File: config.mk
export PLATFORM = sky130hd
export DESIGN_NAME = trap_entry_ctrl
export DESIGN_NICKNAME = d
export VERILOG_FILES = /design/src/rtl/trap_entry_pkg.sv /design/src/rtl/trap_cause_class.sv /design/src/rtl/trap_vec_gen.sv /design/src/rtl/trap_entry_ctrl.sv
export SDC_FILE = /design/constraint.sdc
export NUM_CORES = 1
export LEC_CHECK = 0
export BUFFER_PORTS_ARGS = -buffer_cell sky130_fd_sc_hd__buf_2
export CAP_MARGIN = 20
export CORE_AREA = 2 2 160 162
export CTS_CLUSTER_DIAMETER = 200
export DETAILED_ROUTE_END_ITERATION = 12
export DIE_AREA = 0 0 162 164
export MAX_ROUTING_LAYER = met4
export PLACE_DENSITY = 0.75
export SYNTH_ARGS = -nofsm -noshare
export SYNTH_HDL_FRONTEND = slang
export SYNTH_SLANG_ARGS = --single-unit
File: constraint.sdc
create_clock -name clk -period 5.2 [get_ports clk]
set_input_delay 0.52 -clock clk [delete_from_list [all_inputs] [get_ports clk]]
set_output_delay 0.52 -clock clk [all_outputs]
set_load 0.02 [all_outputs]
File: src/rtl/trap_entry_pkg.sv
package trap_entry_pkg;
    localparam int XLEN = 32;
    localparam int MAJW = 6;
    localparam int SUBW = 9;

    localparam logic [MAJW-1:0] C_INT   = 6'd0;
    localparam logic [MAJW-1:0] C_PIF   = 6'd3;
    localparam logic [MAJW-1:0] C_ADE   = 6'd8;
    localparam logic [MAJW-1:0] C_BCE   = 6'd10;
    localparam logic [MAJW-1:0] C_SYS   = 6'd11;
    localparam logic [MAJW-1:0] C_FPE   = 6'd18;
    localparam logic [MAJW-1:0] C_DBP   = 6'd26;
    localparam logic [MAJW-1:0] DBG_CODE = 6'hC;
    localparam int IRQ_CODE_BASE = 64;

    typedef struct packed {
        logic valid;
        logic is_irq;
        logic is_dbp;
        logic wr_badv;
        logic keep_badi;
    } cause_info_t;

    typedef enum logic [1:0] {
        S_IDLE,
        S_REDIRECT,
        S_REJECT
    } entry_state_t;
endpackage

File: src/rtl/trap_cause_class.sv
module trap_cause_class
    import trap_entry_pkg::*;
(
    input  logic [MAJW-1:0] major,
    input  logic [SUBW-1:0] sub,
    output cause_info_t     info
);
    logic sub_zero;
    assign sub_zero = (sub == '0);

    always_comb begin
        info = '0;
        if (major == C_INT) begin
            info.valid     = sub_zero;
            info.is_irq    = 1'b1;
            info.keep_badi = 1'b1;
        end else if (major <= 6'd7) begin
            info.valid     = sub_zero;
            info.keep_badi = (major == C_PIF);
        end else if (major == C_ADE) begin
            info.valid     = (sub <= 9'd1);
            info.keep_badi = (sub == '0);
        end else if (major == C_BCE) begin
            info.valid     = sub_zero;
        end else if (major >= C_SYS && major <= C_FPE) begin
            info.valid     = sub_zero;
            info.wr_badv   = 1'b1;
        end else if (major == C_DBP) begin
            info.valid     = sub_zero;
            info.is_dbp    = 1'b1;
        end
    end
endmodule

File: src/rtl/trap_vec_gen.sv
module trap_vec_gen
    import trap_entry_pkg::*;
#(
    parameter int NIRQ = 13,
    parameter int VSW  = 3
) (
    input  logic [NIRQ-1:0] pend,
    input  logic [NIRQ-1:0] en,
    input  logic [VSW-1:0]  vs,
    input  logic [XLEN-1:0] base,
    input  logic [MAJW-1:0] major,
    input  logic            is_irq,
    output logic            any_irq,
    output logic [XLEN-1:0] target
);
    localparam int VIDXW = (NIRQ > 1) ? $clog2(NIRQ) : 1;

    logic [NIRQ-1:0]  live;
    logic [VIDXW-1:0] vec;
    logic [XLEN-1:0]  idx;

    assign live    = pend & en;
    assign any_irq = |live;

    always_comb begin
        vec = '0;
        for (int i = 0; i < NIRQ; i++) begin
            if (live[i]) vec = VIDXW'(i);
        end
    end

    always_comb begin
        if (is_irq) idx = XLEN'(IRQ_CODE_BASE) + XLEN'(vec);
        else        idx = XLEN'(major);
        if (vs == '0) target = base;
        else          target = base + (idx << (XLEN'(vs) + 2));
    end
endmodule

File: src/rtl/trap_entry_ctrl.sv
module trap_entry_ctrl
    import trap_entry_pkg::*;
#(
    parameter int          NIRQ    = 13,
    parameter int          VSW     = 3,
    parameter logic [31:0] DBG_OFS = 32'h480
) (
    input  logic            clk,
    input  logic            rst_n,
    input  logic            trap_req,
    input  logic [5:0]      trap_major,
    input  logic [8:0]      trap_sub,
    input  logic [31:0]     trap_pc,
    input  logic [31:0]     trap_inst,
    input  logic [NIRQ-1:0] irq_pend,
    input  logic [NIRQ-1:0] irq_en,
    input  logic [VSW-1:0]  vec_sel,
    input  logic [31:0]     eentry,
    input  logic [31:0]     refill_base,
    input  logic            refill_active,
    input  logic            mode_ld,
    input  logic [1:0]      ld_plv,
    input  logic            ld_ie,
    input  logic            ld_da,
    input  logic            ld_pg,
    input  logic            ld_dst,
    output logic            irq_take,
    output logic            redirect,
    output logic [31:0]     new_pc,
    output logic            cause_err,
    output logic [1:0]      crmd_plv,
    output logic            crmd_ie,
    output logic            crmd_da,
    output logic            crmd_pg,
    output logic [1:0]      prmd_plv,
    output logic            prmd_ie,
    output logic [1:0]      rprmd_plv,
    output logic            rprmd_ie,
    output logic [5:0]      stat_code,
    output logic [8:0]      stat_sub,
    output logic [31:0]     era,
    output logic [29:0]     rera_pc,
    output logic [31:0]     badv,
    output logic [31:0]     badi,
    output logic [31:0]     dera,
    output logic            dbg_dst,
    output logic            dbg_dcl,
    output logic            dbg_dei,
    output logic [5:0]      dbg_ecode
);
    cause_info_t  info;
    entry_state_t state_q, state_d;
    logic         any_irq;
    logic [31:0]  vec_target;
    logic         take, dbg_path, refill_path, norm_path, save_path;
    logic [31:0]  target;

    trap_cause_class u_class (
        .major (trap_major),
        .sub   (trap_sub),
        .info  (info)
    );

    trap_vec_gen #(.NIRQ(NIRQ), .VSW(VSW)) u_vec (
        .pend    (irq_pend),
        .en      (irq_en),
        .vs      (vec_sel),
        .base    (eentry),
        .major   (trap_major),
        .is_irq  (info.is_irq),
        .any_irq (any_irq),
        .target  (vec_target)
    );

    assign irq_take = crmd_ie && !dbg_dst && any_irq;

    // path selection
    assign take        = trap_req && info.valid;
    assign dbg_path    = take && (info.is_dbp || (info.is_irq && dbg_dst));
    assign save_path   = take && !dbg_path;
    assign refill_path = save_path && refill_active;
    assign norm_path   = save_path && !refill_active;

    always_comb begin
        if (dbg_path)                         target = eentry + DBG_OFS;
        else if (refill_path && !info.is_irq) target = refill_base;
        else                                  target = vec_target;
    end

    // next-state process
    always_comb begin
        unique case (state_q)
            S_IDLE, S_REDIRECT, S_REJECT: begin
                if (take)          state_d = S_REDIRECT;
                else if (trap_req) state_d = S_REJECT;
                else               state_d = S_IDLE;
            end
            default: state_d = S_IDLE;
        endcase
    end

    // state register
    always_ff @(posedge clk or negedge rst_n) begin
        if (!rst_n) state_q <= S_IDLE;
        else        state_q <= state_d;
    end

    assign redirect  = (state_q == S_REDIRECT);
    assign cause_err = (state_q == S_REJECT);

    // output and control/status register process
    always_ff @(posedge clk or negedge rst_n) begin
        if (!rst_n) begin
            new_pc    <= '0;
            crmd_plv  <= 2'd0;
            crmd_ie   <= 1'b0;
            crmd_da   <= 1'b1;
            crmd_pg   <= 1'b0;
            prmd_plv  <= '0;
            prmd_ie   <= 1'b0;
            rprmd_plv <= '0;
            rprmd_ie  <= 1'b0;
            stat_code <= '0;
            stat_sub  <= '0;
            era       <= '0;
            rera_pc   <= '0;
            badv      <= '0;
            badi      <= '0;
            dera      <= '0;
            dbg_dst   <= 1'b0;
            dbg_dcl   <= 1'b0;
            dbg_dei   <= 1'b0;
            dbg_ecode <= '0;
        end else if (take) begin
            new_pc   <= target;
            crmd_plv <= 2'd0;
            crmd_ie  <= 1'b0;
            if (dbg_path) begin
                dera    <= trap_pc;
                dbg_dst <= 1'b1;
                if (info.is_dbp) begin
                    dbg_dcl   <= 1'b1;
                    dbg_ecode <= DBG_CODE;
                end else begin
                    dbg_dei <= 1'b1;
                end
            end
            if (save_path) begin
                if (info.wr_badv)    badv <= trap_pc;
                if (!info.keep_badi) badi <= trap_inst;
            end
            if (refill_path) begin
                rprmd_plv <= crmd_plv;
                rprmd_ie  <= crmd_ie;
                crmd_da   <= 1'b1;
                crmd_pg   <= 1'b0;
                rera_pc   <= trap_pc[31:2];
            end
            if (norm_path) begin
                stat_code <= trap_major;
                stat_sub  <= trap_sub;
                prmd_plv  <= crmd_plv;
                prmd_ie   <= crmd_ie;
                era       <= trap_pc;
            end
        end else if (mode_ld && !trap_req) begin
            crmd_plv <= ld_plv;
            crmd_ie  <= ld_ie;
            crmd_da  <= ld_da;
            crmd_pg  <= ld_pg;
            dbg_dst  <= ld_dst;
        end
    end

    // redirect only follows a request
    p_redirect_follows_req_r2: assert property (@(posedge clk) disable iff (!rst_n)
        redirect |-> $past(trap_req));

    // every entry leaves privilege 0 and interrupts off
    p_mode_cleared_r3: assert property (@(posedge clk) disable iff (!rst_n)
        redirect |-> (crmd_plv == 2'd0 && !crmd_ie));

    // a rejected cause changes nothing
    p_reject_holds_r1: assert property (@(posedge clk) disable iff (!rst_n)
        cause_err |-> ($stable(era) && $stable(new_pc) && $stable(badi) && $stable(dera)));

    // debug breakpoint enters debug mode at the fixed offset
    p_debug_entry_r11: assert property (@(posedge clk) disable iff (!rst_n)
        (redirect && $past(trap_major) == C_DBP) |->
            (dbg_dst && dbg_dcl && new_pc == $past(eentry) + DBG_OFS));

    // no interrupt acceptance while debug mode is active
    p_irq_blocked_r13: assert property (@(posedge clk) disable iff (!rst_n)
        dbg_dst |-> !irq_take);

    // refill entry forces direct-address mode
    p_refill_da_r5: assert property (@(posedge clk) disable iff (!rst_n)
        (redirect && $past(refill_active) && $past(trap_major) != C_DBP && !$past(dbg_dst))
            |-> (crmd_da && !crmd_pg));
endmodule

==> flow_summary.yaml <==
outcome:
  status: "finished, violations left"
  violations: "negative hold slack"
worst_setup_path:
  path_class: "in2reg"
  cp_top_family: "simple AND/OR/NAND/NOR gates"
  critical-path-max-stage-delay_ps: 530
  crit_buf_inv: 1
  reg2reg_from: "dbg_dst"
  worstPathCellList: "buf_2 > nor3_2 > nor3b_4 > nand2_2 > a311oi_2 > a21oi_1 > mux4_2 > mux2i_1 > and2_1 > ha_1 > nand2_1 > o21bai_1 > or3_1 > o22ai_1 > a211oi_1 > nor2_1 > nor3_1 > o31a_1"
  slowest_stage: "mux4_2"
  worstPathRequired_ps: 5610
  reg2reg_to: "era[9]"
  cp-start-kind: "primary input"
  r2r_slack_ps: 2680
  crit_start: "trap_major[4]"
  ff2ff_path_depth: 6
  critPathCaptureType: "flip-flop"
  path_max_fanout: 10
  arrival_ps: 4750
floorplanning:
  rows: 58
  die_x_um: 162
  core_area_um2: 24800
  ios: 411
  die-area_um2: 26600
  initial_utilization_pct: 46.3
  die_h_um: 164
layout:
  final_common_cell: "buf_2"
  num-nets-final: 1709
  areaGrowthSynthToFinish_pct: 27.2
  fin_area_um2: 14600
  fillers: 2136
  drive_above_1_share_pct: 40.9
  most-common-layout-cells: "buf_2, dfrtp_1, nand2_1"
  final_cell_count_no_fill: 1855
route:
  wl_per_cell_um: 20.0
  vias_per_cell: 5.60
  drtAntennaViolNets: 0
  drt_iter0_drc: 883
  routed_wl_mm: 37.1
  drc: 0
  via_count: 10382
  firstDrtPassIters: 5
power_and_ir_drop:
  p_int_mw: 2.90
  p_clk_share_pct: 42.0
  p_comb_share_pct: 13.3
  p_seq_share_pct: 44.7
  max-vdd-ir-drop_mv: 0.318
  power_density_nw_per_um2: 268
  cellLeakagePower_nw: 8.02
  sw_frac_of_total_pct: 26.0
  switchingPower_mw: 1.02
sta:
  fin_setup_tns_ps: 0
  max_slew.worst_pin.slew_ps: 987
  fin_skew_ps: 8.28
  rsz0062_at_grt: "no"
  drv_slew: 0
  hold_slack_ps: -7.76
  finalCritPeriodShare_pct: 83.5
  fmax_mhz: 230
  period_needed_ps: 4340
  setup_violations: 0
  slew_headroom_pct: 34.0
  hold_viol: 4
global_route:
  grt_max_degree: 122
  grt_pass1_wl_mm: 57.2
  grt_pass1_vias: 10538
  gr-total-overflow: 0
  antenna_found_initial: 8
  track_usage_pct: 28.1
synth:
  yosysWarningCount: 0
  synth_area_per_cell_um2: 10.3
  seq_area_frac_synth_pct: 48.2
  synthCells: 1111
  synth_area_um2: 11500
  ys.flop_type: "dfrtp_1"
  async_flop_share_pct: 100
  synth.distinct_cells: 74
  ys_ff_latch: 221
  synth_enable_flop_cells: 0
clock_tree:
  max-clock-path-buffers: 3
  cts-resized-gates: 0
  htree_levels: 1
  cts_buffers: 23
  post_cts_buffers: 0
  worstSkewPairLatency_ps: 520
  root_buffer: "clkbuf_16"
  clk_pin_slew_worst_paths_ps: 60
  cts_tree: "yes"
  cts_sinks: 221
  hold_buffers: 0
place:
  io_buffers: 406
  routabilityCongestion: 0.877
  place.detailed.hpwl_mm: 27.2
  place_area_um2: 13800
  dp.cells: 1806
run:
  max_cap_viol_count: 0
worst_hold_path:
  worstHoldPathType: "in2async"
-- logic make-up (layout without fill, tap and decap cells) --
group           count (synthesis)  in the layout  synth area share, %
mux                           153            153                 15.1
flops                         221            221                 48.2
buf+inv                        69            472                 2.73
xor+xnor                       39             39                 2.97
fa+ha+maj                      25             25                 2.79
simple gates                  367            367                 14.8
compound gates                236            236                 13.4
other cells                     1             12               0.0326
-- metrics by stage --
stage / setup slack (ps) / power, mW / util (%) / hold slack (ps)
2_1_floorplan: 764 / 2.07 / - / 224
3_3_place_gp: 494 / 2.30 / 55.8 / 446
3_5_place_dp: 365 / 2.30 / 55.8 / 451
4_1_cts: 908 / 3.96 / 58.8 / 24.5
5_1_grt: 537 / 4.08 / 58.9 / 58.6
6_report: 860 / 3.92 / 58.9 / -7.76
-- worst register-to-register path: stages, from the launching register on --
cell and delay [ps]:
dfrtp_1 460, a21oi_1 160, buf_4 320, nand2_1 280, nor2_4 130, buf_4 590
mux2_2 460
-- power by group through the flow --
stage / sequential, mW / clock [mW] / combinational, mW
CTS: 1.75 / 1.68 / 0.519
global route: 1.76 / 1.75 / 0.578
global placement: 1.79 / 0 / 0.512
detailed placement: 1.79 / 0 / 0.517
finish: 1.75 / 1.65 / 0.522
floorplan: 1.80 / 0 / 0.266
-- worst max path at each step --
stage	endpoint	slack, ps	cells past startpoint
floorplan	new_pc[28]	760	17
global placement	new_pc[31]	490	18
detailed placement	new_pc[31]	370	18
CTS	new_pc[31]	910	18
global route	new_pc[28]	540	19
finish	new_pc[31]	860	18
-- cell usage after synthesis, types with 5 or more instances --
cell type / n / share of area [%]
nor2_1: 64 / 2.1
and2_1: 9 / 0.49
a22oi_1: 9 / 0.59
buf_4: 6 / 0.39
inv_1: 7 / 0.23
nand2_1: 176 / 5.8
a211oi_1: 5 / 0.33
o21ai_0: 53 / 2.3
xnor2_1: 19 / 1.4
or3_1: 5 / 0.27
buf_2: 20 / 0.87
o22ai_1: 13 / 0.71
nand4_1: 9 / 0.49
a221oi_1: 10 / 0.76
o221ai_1: 5 / 0.38
a31oi_1: 8 / 0.44
nor3b_1: 6 / 0.39
o211ai_1: 15 / 0.98
and3_1: 11 / 0.60
nor2b_1: 17 / 0.93
buf_1: 5 / 0.16
dfrtp_1: 220 / 48
nand2b_1: 5 / 0.27
a21o_1: 9 / 0.59
nor3_1: 19 / 0.83
xor2_1: 20 / 1.5
ha_1: 24 / 2.6
o21bai_1: 5 / 0.33
mux2i_1: 11 / 0.96
clkbuf_1: 29 / 0.95
nand3_1: 23 / 1.0
a21oi_1: 66 / 2.9
mux2_2: 140 / 14
o21a_1: 6 / 0.39
-- per-layer routing --
metal  vias to the layer above  track usage [%]  wire, um
li1                       4764                -         -
met4                         0             9.29       951
met5                         -                -         0
met1                      5082             35.7     15300
met2                       457             44.9     17700
met3                        79             6.19      3100
-- area by class of cell --
type / instances / area [um^2] / area share (%)
tap: 330 / 413 / 2.83
clock buffer: 35 / 681 / 4.66
antenna: 8 / 20.0 / 0.137
inverter: 8 / 30.0 / 0.206
multi-input combinational: 824 / 5680 / 38.9
timing repair buffer: 423 / 2180 / 14.9
sequential: 221 / 5530 / 37.9
clock inverter: 6 / 73.8 / 0.505
-- state kept, by name, indices dropped and copies added, names as in the netlist, 2 cells and up --
name and flops:
badi 32, rprmd_plv 2, new_pc 32, stat_code 6, prmd_plv 2, badv 32, rera_pc 30, era 32
crmd_plv 2, dera 32, state_q 2, stat_sub 9
Note: power is estimated with default switching activity, not from simulation.
